File: src/rtl/sercsr_pkg.sv
package sercsr_pkg;

    localparam int BYTE_W   = 8;
    localparam int BANK_BIT = 7;

    localparam logic [2:0] IDX_DATA = 3'd0;
    localparam logic [2:0] IDX_IEN  = 3'd1;
    localparam logic [2:0] IDX_ID   = 3'd2;
    localparam logic [2:0] IDX_LCT  = 3'd3;
    localparam logic [2:0] IDX_LST  = 3'd5;

    typedef enum logic [3:0] {
        SEL_NONE,
        SEL_TXD,
        SEL_RXD,
        SEL_DLO,
        SEL_DHI,
        SEL_IEN,
        SEL_IID,
        SEL_FCT,
        SEL_LCT,
        SEL_LST
    } sel_e;

    typedef struct packed {
        logic [BYTE_W-1:0] lcr;
        logic [BYTE_W-1:0] ier;
        logic [BYTE_W-1:0] fcr;
        logic [BYTE_W-1:0] dlo;
        logic [BYTE_W-1:0] dhi;
        logic              tx_v;
        logic [BYTE_W-1:0] tx_b;
        logic              pop;
    } csr_state_t;

endpackage

File: src/rtl/sercsr_decode.sv
module sercsr_decode
    import sercsr_pkg::*;
#(
    parameter int ADDR_W = 5
) (
    input  logic [ADDR_W-1:0] addr,
    input  logic              wr,
    input  logic              rd,
    input  logic              bank,
    output sel_e              sel,
    output logic              is_wr,
    output logic              is_rd
);

    logic       hi_zero;
    logic [2:0] idx;

    generate
        if (ADDR_W > 5) begin : g_hi
            assign hi_zero = ~|addr[ADDR_W-1:5];
        end else begin : g_nohi
            assign hi_zero = 1'b1;
        end
    endgenerate

    assign idx   = addr[4:2];
    assign is_wr = wr;
    assign is_rd = rd & ~wr;

    always_comb begin
        sel = SEL_NONE;
        if ((wr | rd) && hi_zero) begin
            unique case (idx)
                IDX_DATA: sel = bank ? SEL_DLO : (wr ? SEL_TXD : SEL_RXD);
                IDX_IEN:  sel = bank ? SEL_DHI : SEL_IEN;
                IDX_ID:   sel = wr ? SEL_FCT : SEL_IID;
                IDX_LCT:  sel = SEL_LCT;
                IDX_LST:  sel = wr ? SEL_NONE : SEL_LST;
                default:  sel = SEL_NONE;
            endcase
        end
    end

endmodule

File: src/rtl/sercsr_regs.sv
module sercsr_regs
    import sercsr_pkg::*;
#(
    parameter int          DATA_W    = 32,
    parameter logic [15:0] DIV_RESET = 16'h000C
) (
    input  logic              clk,
    input  logic              rst_n,
    input  sel_e              sel,
    input  logic              is_wr,
    input  logic              is_rd,
    input  logic [BYTE_W-1:0] wbyte,
    input  logic [BYTE_W-1:0] rx_byte,
    input  logic [BYTE_W-1:0] irq_id,
    input  logic [BYTE_W-1:0] line_status,
    output logic [DATA_W-1:0] rdata,
    output csr_state_t        state,
    output logic              bank
);

    localparam int PAD_W = DATA_W - BYTE_W;

    csr_state_t        q, d;
    logic [DATA_W-1:0] rdata_q, rdata_d;
    logic [BYTE_W-1:0] rbyte;

    always_comb begin
        d       = q;
        d.tx_v  = 1'b0;
        d.pop   = 1'b0;
        rdata_d = rdata_q;
        rbyte   = '0;
        if (is_wr) begin
            unique case (sel)
                SEL_TXD: begin
                    d.tx_v = 1'b1;
                    d.tx_b = wbyte;
                end
                SEL_DLO: d.dlo = wbyte;
                SEL_DHI: d.dhi = wbyte;
                SEL_IEN: d.ier = wbyte;
                SEL_FCT: d.fcr = wbyte;
                SEL_LCT: d.lcr = wbyte;
                default: ;
            endcase
        end else if (is_rd) begin
            unique case (sel)
                SEL_RXD: begin
                    rbyte = rx_byte;
                    d.pop = 1'b1;
                end
                SEL_DLO: rbyte = q.dlo;
                SEL_DHI: rbyte = q.dhi;
                SEL_IEN: rbyte = q.ier;
                SEL_IID: rbyte = irq_id;
                SEL_LCT: rbyte = q.lcr;
                SEL_LST: rbyte = line_status;
                default: rbyte = '0;
            endcase
            rdata_d = {{PAD_W{1'b0}}, rbyte};
        end
    end

    always_ff @(posedge clk or negedge rst_n) begin
        if (!rst_n) begin
            q       <= '{lcr: '0, ier: '0, fcr: '0,
                         dlo: DIV_RESET[7:0], dhi: DIV_RESET[15:8],
                         tx_v: 1'b0, tx_b: '0, pop: 1'b0};
            rdata_q <= '0;
        end else begin
            q       <= d;
            rdata_q <= rdata_d;
        end
    end

    assign state = q;
    assign rdata = rdata_q;
    assign bank  = q.lcr[BANK_BIT];


    div_hold_chk: assert property (@(posedge clk) disable iff (!rst_n)
        !$past(q.lcr[BANK_BIT]) |-> $stable({q.dhi, q.dlo}));


    tx_bank_chk: assert property (@(posedge clk) disable iff (!rst_n)
        q.tx_v |-> !$past(q.lcr[BANK_BIT]));


    pop_bank_chk: assert property (@(posedge clk) disable iff (!rst_n)
        q.pop |-> !$past(q.lcr[BANK_BIT]));


    strobe_excl_chk: assert property (@(posedge clk) disable iff (!rst_n)
        !(q.tx_v && q.pop));


    fcr_wr_chk: assert property (@(posedge clk) disable iff (!rst_n)
        !$past(is_wr) |-> $stable(q.fcr));


    lcr_wr_chk: assert property (@(posedge clk) disable iff (!rst_n)
        !$past(is_wr) |-> $stable(q.lcr));


    rdata_hold_chk: assert property (@(posedge clk) disable iff (!rst_n)
        !$past(is_rd) |-> $stable(rdata_q));

endmodule

File: src/rtl/sercsr_top.sv
module sercsr_top
    import sercsr_pkg::*;
#(
    parameter int          ADDR_W    = 5,
    parameter int          DATA_W    = 32,
    parameter logic [15:0] DIV_RESET = 16'h000C
) (
    input  logic              clk,
    input  logic              rst_n,
    input  logic [ADDR_W-1:0] bus_addr,
    input  logic              bus_wr,
    input  logic              bus_rd,
    input  logic [DATA_W-1:0] bus_wdata,
    output logic [DATA_W-1:0] bus_rdata,
    output logic              tx_valid,
    output logic [7:0]        tx_byte,
    input  logic [7:0]        rx_byte,
    output logic              rx_pop,
    input  logic [7:0]        irq_id,
    input  logic [7:0]        line_status,
    output logic [15:0]       divisor,
    output logic [7:0]        int_enable,
    output logic [7:0]        line_ctrl,
    output logic [7:0]        fifo_ctrl
);

    sel_e       sel;
    logic       is_wr;
    logic       is_rd;
    logic       bank;
    csr_state_t st;

    sercsr_decode #(.ADDR_W(ADDR_W)) u_dec (
        .addr  (bus_addr),
        .wr    (bus_wr),
        .rd    (bus_rd),
        .bank  (bank),
        .sel   (sel),
        .is_wr (is_wr),
        .is_rd (is_rd)
    );

    sercsr_regs #(.DATA_W(DATA_W), .DIV_RESET(DIV_RESET)) u_regs (
        .clk         (clk),
        .rst_n       (rst_n),
        .sel         (sel),
        .is_wr       (is_wr),
        .is_rd       (is_rd),
        .wbyte       (bus_wdata[7:0]),
        .rx_byte     (rx_byte),
        .irq_id      (irq_id),
        .line_status (line_status),
        .rdata       (bus_rdata),
        .state       (st),
        .bank        (bank)
    );

    assign tx_valid   = st.tx_v;
    assign tx_byte    = st.tx_b;
    assign rx_pop     = st.pop;
    assign divisor    = {st.dhi, st.dlo};
    assign int_enable = st.ier;
    assign line_ctrl  = st.lcr;
    assign fifo_ctrl  = st.fcr;

endmodule

File: config.mk
export PLATFORM = sky130hd
export DESIGN_NAME = sercsr_top
export DESIGN_NICKNAME = d
export VERILOG_FILES = /design/src/rtl/sercsr_pkg.sv /design/src/rtl/sercsr_decode.sv /design/src/rtl/sercsr_regs.sv /design/src/rtl/sercsr_top.sv
export SDC_FILE = /design/constraint.sdc
export NUM_CORES = 1
export LEC_CHECK = 0
export ABC_CLOCK_PERIOD_IN_PS = 2050
export BUFFER_PORTS_ARGS = -buffer_cell sky130_fd_sc_hd__buf_2
export CAP_MARGIN = 5
export CORE_MARGIN = 5
export CORE_UTILIZATION = 45
export CTS_CLUSTER_DIAMETER = 100
export DETAILED_ROUTE_END_ITERATION = 16
export PLACE_DENSITY = 0.79
export SLEW_MARGIN = 5
export SYNTH_ARGS = -nofsm -noshare
export SYNTH_HDL_FRONTEND = slang
export SYNTH_SLANG_ARGS = --single-unit
File: constraint.sdc
create_clock -name clk -period 2.05 [get_ports clk]
set_clock_uncertainty 0.1 [all_clocks]
set_input_delay 0.1025 -clock clk [delete_from_list [all_inputs] [get_ports clk]]
set_output_delay 0.1025 -clock clk [all_outputs]
set_load 0.1 [all_outputs]
; Yosys cells after proc, flatten, opt, wreduce, memory -nomap -nowiden
; Index checks and enable logic that the tools add are counted.
; Widths: inputs -> output; s select.
[classes]
eq_ne = 13
reduce_logical = 8
n_bitwise = 3
muxes = 13
[op_table]
columns = op, n
row1 = $pmux 8 s7, 1
row2 = $pmux 4 s5, 1
row3 = $mux 9, 2
row4 = $eq 4x3->1 const B, 4
row5 = $reduce_and 2->1, 7
row6 = $eq 4x2->1 const B, 2
row7 = $eq 4x4->1 const B, 2
row8 = $mux 4, 2
row9 = $eq 3x2->1 const B, 2
row10 = $mux 1, 5
row11 = $eq 4x1->1 const B, 1
row12 = $mux 2, 2
row13 = $eq 3x1->1 const B, 1
row14 = $eq 3x3->1 const B, 1
row15 = $logic_not 3->1, 1
row16 = $and 1x1->1, 1
row17 = $not 1->1, 1
row18 = $or 1x1->1, 1
[totals]
inputBits = 65
reg_bits = 58

; Depth between registers and ports, before layout
; Gate-level depths: netlist of run 1.
[depth]
word_depth = 8
mapped_depth = 6
mapped_depth_nobuf = 4

; Modules after synthesis
; A second synthesis of run 1 with hierarchy kept.
[hier_totals]
cells_unflattened = 246
area_unflattened_um2 = 3085.5
[modules_own_cells]
columns = mod, seq_area_each_um2, cells_per_inst, area_each_um2, instances
row1 = sercsr_regs, 1453.9, 228, 2956.6, 1
row2 = sercsr_decode, 0.0, 18, 128.9, 1

; Worst setup path after synthesis of run 1
; OpenSTA, ideal clock, no wires.
[synth_path]
path_type = register -> register
start = register u_regs.q (netlist bit u_regs.state[25])
end = register u_regs.rdata_q[7] (netlist: u_regs.rdata[7])
arrival_time_ps = 1506
slack_ps = 312
period_less_slack_ps = 1738
t_required_ps = 1818
n_path_buf = 0
path_stages_with_launch = 5
cell_sequence = dfrtp_1 nor2b_1 o221a_2 a221oi_1 o21ai_0
[synth_between]
elab_chain_cells = 1
[synth_lines]
columns = element, line
row1 = start: declaration, sercsr_regs.sv:23  ; csr_state_t q, d;
row2 = start signal: assignment, sercsr_regs.sv:66  ; q <= '{lcr: '0, ier: '0, fcr: '0,
row3 = $pmux 8 s7, sercsr_regs.sv:47  ; unique case (sel)
row4 = end signal: assignment, sercsr_regs.sv:72  ; rdata_q <= rdata_d;
row5 = end: declaration, sercsr_regs.sv:24  ; logic [DATA_W-1:0] rdata_q, rdata_d;
; Every way passes these cells.
; A chain may end at the register's enable or synchronous reset.

; Worst setup path in the final report of run 1
[layout_path]
start = input bus_addr[3]
end = register u_regs.rdata_q[1] (netlist: u_regs.rdata[1])
[layout_between]
elab_chain_cells = 5
word_cells_on_any_way = 15
cone_classes = 11 x eq/ne / 3 x mux / 1 x reduce/logical
[layout_lines]
columns = element, line
row1 = start: declaration, sercsr_top.sv:10  ; input logic [ADDR_W-1:0] bus_addr,
row2 = $eq 3x3->1 (tied with other cells), sercsr_decode.sv:33  ; unique case (idx)
row3 = $pmux 4 s5 *, sercsr_decode.sv:33
row4 = $mux 4 *, sercsr_decode.sv:32  ; if ((wr | rd) && hi_zero) begin
row5 = $eq 4x4->1 (tied with other cells), sercsr_regs.sv:47
row6 = $pmux 8 s7 *, sercsr_regs.sv:47
; Every way passes the cells marked *; elsewhere a longest branch is shown, timed or not.

==> flow_summary.json, run 1 <==
{
  "status": "complete, no violations",
  "dieArea_mm2": 0.00820,
  "synth_simple_gate_area_share_pct": 11.4,
  "drv_slew": 0,
  "yosysWarnings": 0,
  "first_pass_iters": 5,
  "crit_type": "in2reg",
  "cts_buffers": 9,
  "p_leak_nw": 1.87,
  "rsz0062_at_grt": "false",
  "slew-limit-headroom_pct": 60.2,
  "synth-edff-count": 0,
  "clkSlewWorstSetupHoldPaths_ps": 70,
  "die_h_um": 90.6,
  "synthCells": 233,
  "drt.antenna.violating_nets": 0,
  "final_cells": 444,
  "antenna_found_initial": 0,
  "setup_viol": 0,
  "syn_area_mm2": 0.00292,
  "final.setup.tns_ps": 0,
  "required_ps": 2220,
  "yosys.area.top_type": "dfrtp_1",
  "hold_viol": 0,
  "post-route-period-util_pct": 93.4,
  "antenna_cells": 0,
  "dp.cells": 411,
  "wl_per_cell_um": 19.5,
  "drc": 0,
  "cts_resized": 0,
  "max_stage_delay_ps": 580,
  "wl_um": 8680,
  "post-dp-hpwl_um": 6240,
  "grt_pass1_wl_um": 13900,
  "fin_util_pct": 61.1,
  "place_congestion": 0.868,
  "via_count": 2417,
  "yosysTopAreaCellShare_pct": 48.0,
  "htreeDepth": 3,
  "worst_pin_slew_ps": 596,
  "cp-end-kind": "flop",
  "grt-ovfl-total": 0,
  "grt_use_total_pct": 21.5,
  "coreArea_mm2": 0.00631,
  "synth_mux_area_share_pct": 19.5,
  "area_growth_pct": 32.2,
  "nFillCells": 516,
  "clk_path_buf_depth": 2,
  "cts_tree": "done",
  "synth_xor_area_share_pct": 0,
  "cp-start-kind": "primary input",
  "initial_utilization_pct": 46.3,
  "placementRows": 29,
  "grt_max_degree": 30,
  "synth_ff_type": "dfrtp_1",
  "num_io_pins": 147,
  "async_flop_share_pct": 100,
  "synth_top_family_by_area": "multiplexers",
  "nets": 427,
  "synth_seq_area_share_pct": 49.8,
  "hold_path_class": "in2reg",
  "crit_arrival_ps": 2080,
  "drv_cap": 0,
  "clock-root-buffer": "clkbuf_8",
  "power_density_mw_per_mm2": 1580,
  "crit_path_max_fanout": 11,
  "synth_compound_area_share_pct": 10.7,
  "fin_crit_ps": 1920,
  "port_buffers": 96,
  "grt_pass1_vias": 2578,
  "ys_types": 44,
  "crit_chain": "buf_2 -> nand2b_1 -> nor3_2 -> a221oi_1 -> dlygate4sd3_1 -> a31oi_1",
  "cts_sinks": 58,
  "drt_iter0_drc": 163,
  "insertion_delay_ps": 340,
  "layout-drive-gt1-share_pct": 51.2,
  "ir_worst_vdd_v": 0.00121,
  "synth-seq-cells": 58,
  "synth_fa_ha_area_share_pct": 0,
  "vias_per_cell": 5.44,
  "crit_slowest_cell": "dlygate4sd3_1",
  "max_freq_ghz": 0.522,
  "synth_area_leaders": "dfrtp_1 48%, mux2_2 19%, buf_4 6.9%",
  "die_w_um": 90.6,
  "syn_area_per_cell_um2": 12.5
}
==> cells in the mapped netlist, drive strengths merged, types with 2 or more instances <==
master	count
dfrtp	56
mux2	48
buf	32
a221oi	12
nor3	8
a31oi	7
nand2	7
a21oi	6
nor2	6
and3	5
a22o	4
a22oi	3
and2	3
mux2i	3
nand2b	3
nor2b	3
nor4b	3
a32oi	2
dfstp	2
inv	2
nand3	2
nor3b	2
==> cells by family after synthesis <==
family	count (synthesis)
DFF	58
muxes	51
and+or+nand+nor	47
AOI/OAI and AO/OA	41
buffers and inverters	35
other	1
==> power by group <==
part	total [mW]	internal, mW	switching (mW)	leakage, nW
Sequential	1.67	1.45	0.219	0.719
Clock	1.18	0.713	0.463	0.109
Combinational	3.28	0.530	2.75	1.04
==> metal layers <==
metal	vias up	routed length, µm	GRT usage [%]
met2	136	4060	33.7
met1	1176	3430	26.0
met5	-	0	0
li1	1080	-	-
met3	25	922	9.25
met4	0	267	8.31
==> state kept, by name (all words and copies together) (netlist names) <==
| signal | cells |
|---|---|
| u_regs.bank | 1 |
| u_regs.rdata | 8 |
| u_regs.state | 49 |
==> placed cells by master (no fill, tap or decap), drive strengths merged, types with 2 or more instances in the layout <==
| cell type | Yosys | routed |
|---|---|---|
| nor4b | 3 | 3 |
| a22o | 4 | 4 |
| bufinv | 0 | 2 |
| nand3 | 2 | 2 |
| a21oi | 6 | 6 |
| clkbuf | 1 | 11 |
| dfrtp | 56 | 56 |
| mux2 | 48 | 48 |
| a22oi | 3 | 3 |
| a31oi | 7 | 7 |
| nand2 | 7 | 7 |
| and2 | 3 | 3 |
| a32oi | 2 | 2 |
| nor3b | 2 | 2 |
| nor3 | 8 | 8 |
| nor2b | 3 | 3 |
| nor2 | 6 | 6 |
| dfstp | 2 | 2 |
| and3 | 5 | 5 |
| nand2b | 3 | 3 |
| inv | 2 | 2 |
| mux2i | 3 | 3 |
| conb | 1 | 24 |
| clkinv | 0 | 2 |
| buf | 32 | 111 |
| a221oi | 12 | 12 |
| dlygate4sd3 | 0 | 17 |
==> worst max-delay path, delay by kind of cell <==
kind,cells,cell delay [ps]
and+or+nand+nor,2,890
AOI/OAI and AO/OA,2,340
buffers and inverters,2,740
==> per-stage QoR <==
stage	setup slack (ps)	instance area [µm²]	power (mW)	hold WS (ps)
2_1_floorplan	312	3010	4.42	-293
3_3_place_gp	329	3470	4.89	-124
3_5_place_dp	340	3470	4.93	-118
4_1_cts	191	3860	6.13	0.205
5_1_grt	19.4	3860	6.32	10.5
6_report	134	3860	6.12	4.59
==> path summary, 6_finish.rpt <==
| kind | cells past startpoint | to | slack (ps) | from |
|---|---|---|---|---|
| hold / removal | 3 | u_regs.rdata[0]$_DFFE_PN0P_ | 5 | irq_id[0] |
| min in group asynchronous | 2 | u_regs.state[27]$_DFFE_PN0P_ | 50 | rst_n |
| setup reg to reg | 2 | u_regs.state[16]$_DFFE_PN0P_ | 270 | u_regs.bank$_DFFE_PN0P_ |
| max in group asynchronous | 3 | u_regs.state[34]$_DFFE_PN0P_ | 1240 | rst_n |
| hold reg to reg | 1 | u_regs.state[8]$_DFFE_PN0P_ | 400 | u_regs.state[8]$_DFFE_PN0P_ |
| setup / recovery | 6 | u_regs.rdata[1]$_DFFE_PN0P_ | 130 | bus_addr[3] |
==> repair_timing <==
action / in CTS / in global routing
buffers inserted: 0 / 0
setup endpoints to repair: 0 / 0
hold buffers: 17 / 0
endpoints found under the hold margin: 109 / 0
==> final cells by class <==
class                   count  area (µm²)  share of cell area [%]
repair buffers            128         776                    20.1
clock buffers              11         141                    3.66
multi-input cells         163        1310                    33.9
flip-flops and latches     58        1450                    37.7
well taps                  77        96.3                    2.50
inverters                   2        7.51                   0.194
clock inverters             5        77.6                    2.01
(Power assumes the default switching activity.)
==> inputs of run 2 (changes only) <==
==> constraint.sdc (replaced) <==
create_clock -name clk -period 2.05 [get_ports clk]
set_clock_uncertainty 0.1 [all_clocks]
set_input_delay 0.3075 -clock clk [delete_from_list [all_inputs] [get_ports clk]]
set_output_delay 0.3075 -clock clk [all_outputs]
set_load 0.1 [all_outputs]
==> run 2 against run 1 <==
Worst hold slack improved by 170 ps. Die area unchanged. Largest power group unchanged. Largest cell class unchanged. Highest routed layer unchanged. Combinational power decreased by 1%. Critical path type is now reg2out.
==> flow_summary.json, run 2 (synthesis gave the netlist of run 1 again) <==
{
  "status": "complete, no violations",
  "drv_slew": 0,
  "power_density_mw_per_mm2": 1610,
  "postCtsSetupRepairBufs": 0,
  "grt_max_degree": 59,
  "p_sw_share_pct": 56.4,
  "cts_sinks": 58,
  "internal-power_mw": 2.62,
  "post-place-ws_ps": 146,
  "die_w_um": 90.6,
  "crit_chain": "buf_2",
  "slew-limit-headroom_pct": 62.7,
  "cp-end-kind": "output port",
  "initial_utilization_pct": 46.3,
  "grt_pass1_vias": 2396,
  "dieArea_mm2": 0.00820,
  "clk_path_buf_depth": 2,
  "max_stage_delay_ps": 690,
  "seqPwrFrac_pct": 27.7,
  "crit_family": "flip-flops",
  "hold_path_class": "in2reg",
  "htreeDepth": 3,
  "layout_commonest_cell": "buf_2",
  "setup_viol": 0,
  "largest_reg_flops": 49,
  "grt-ovfl-total": 0,
  "grt_use_total_pct": 20.3,
  "final.setup.tns_ps": 0,
  "drc": 0,
  "worstHoldStart": "line_status[6]",
  "whs_endpoint": "u_regs.rdata[6]$_DFFE_PN0P_",
  "post-dp-hpwl_um": 6160,
  "num_io_pins": 147,
  "place_congestion": 0.851,
  "hold_viol": 0,
  "required_ps": 1640,
  "layout-drive-gt1-share_pct": 54.1,
  "max_freq_ghz": 0.506,
  "layout_common_cells": "96 x buf_2, 56 x dfrtp_1, 48 x mux2_2",
  "antenna_cells": 0,
  "crit_path_max_fanout": 13,
  "combPwrFrac_pct": 53.9,
  "rsz0062_at_grt": "false",
  "area_growth_pct": 27.8,
  "fin_ws_ps": 74.1,
  "nets": 417,
  "port_buffers": 96,
  "clockPowerShare_pct": 18.3,
  "worst_pin_slew_ps": 559,
  "post-route-period-util_pct": 96.4,
  "cts_buffers": 9,
  "drt.antenna.violating_nets": 0,
  "grt_pass1_wl_um": 13000,
  "worstReg2RegStart": "u_regs.bank$_DFFE_PN0P_",
  "ir_worst_vdd_v": 0.00140,
  "drv_cap": 0,
  "fin_crit_ps": 1980,
  "p_leak_nw": 1.83,
  "vias_per_cell": 5.47,
  "crit_slowest_cell": "dfrtp_1",
  "drt_iter0_drc": 155,
  "coreArea_mm2": 0.00631,
  "antenna_found_initial": 0,
  "insertion_delay_ps": 340,
  "first_pass_iters": 4,
  "cp-start-kind": "flop",
  "die_h_um": 90.6,
  "placementRows": 29,
  "power.switching_mw": 3.39,
  "cts_tree": "done",
  "reg2reg_to": "u_regs.state[18]$_DFFE_PN0P_",
  "whs_path_depth": 3,
  "wl_um": 8320,
  "crit_type": "reg2out",
  "crit_arrival_ps": 1570,
  "crit_buf_inv": 1,
  "r2r_cells": 2,
  "clock-root-buffer": "clkbuf_8",
  "ff2ff_setup_slack_ps": 130,
  "clkSlewWorstSetupHoldPaths_ps": 70,
  "wl_per_cell_um": 19.2,
  "via_count": 2374
}
==> run 2: cell types whose count changed in the layout (fill, tap and decap cells not counted), sizes merged <==
cell         before  now
buf             111  117
bufinv            2    1
clkbuf           11   14
clkinv            2    1
clkinvlp          1    0
dlygate4sd3      17    1
==> run 2: routing by layer <==
metal / global-route usage (%) / wire (µm)
met4: 6.70 / 107
met2: 33.2 / 4020
met5: 0 / 0
met3: 6.42 / 910
met1: 25.3 / 3290
==> run 2: cell type report <==
type / instances / area (µm²)
fillers: 541 / 2580
flip-flops and latches: 58 / 1450
multi-input cells: 163 / 1310
repair buffers: 118 / 661
clock buffers: 14 / 173
well taps: 77 / 96.3
clock inverters: 2 / 35.0
inverters: 2 / 7.51
==> run 2: stage by stage <==
stage               hold WS, ps  power [mW]  area [µm²]  util (%)  instances
floorplan                 -88.1        4.42        3010         -        256
global placement            230        4.88        3520      55.7        417
detailed placement          234        4.92        3520      55.7        417
CTS                         166        6.03        3730      59.1        434
global route                175        6.19        3730      59.1        434
finish                      174        6.00        3730      59.1        434
==> run 2: worst max-delay path by stage <==
| stage | cells after the start | slack [ps] | startpoint | end |
|---|---|---|---|---|
| 2_1_floorplan | 4 | 310 | u_regs.state[25]$_DFFE_PN0P_ | u_regs.rdata[7]$_DFFE_PN0P_ |
| 3_3_place_gp | 5 | 170 | bus_addr[2] | u_regs.state[6]$_DFFE_PN0P_ |
| 3_5_place_dp | 5 | 150 | bus_addr[2] | u_regs.state[6]$_DFFE_PN0P_ |
| 4_1_cts | 1 | 80 | u_regs.bank$_DFFE_PN0P_ | line_ctrl[7] |
| 5_1_grt | 1 | 50 | u_regs.bank$_DFFE_PN0P_ | line_ctrl[7] |
| 6_report | 1 | 70 | u_regs.bank$_DFFE_PN0P_ | line_ctrl[7] |
==> run 2: power by group through the flow <==
stage | Sequential (mW) | Combinational [mW] | Clock, mW
2_1_floorplan | 3.76 | 0.662 | 0
3_3_place_gp | 1.66 | 3.22 | 0
3_5_place_dp | 1.68 | 3.24 | 0
4_1_cts | 1.66 | 3.25 | 1.11
5_1_grt | 1.71 | 3.33 | 1.16
6_report | 1.67 | 3.24 | 1.10
==> run 2: timing repair <==
action | CTS | global route
endpoints found under the hold margin | 56 | 0
gates resized for setup | 0 | 0
hold buffers | 1 | 0
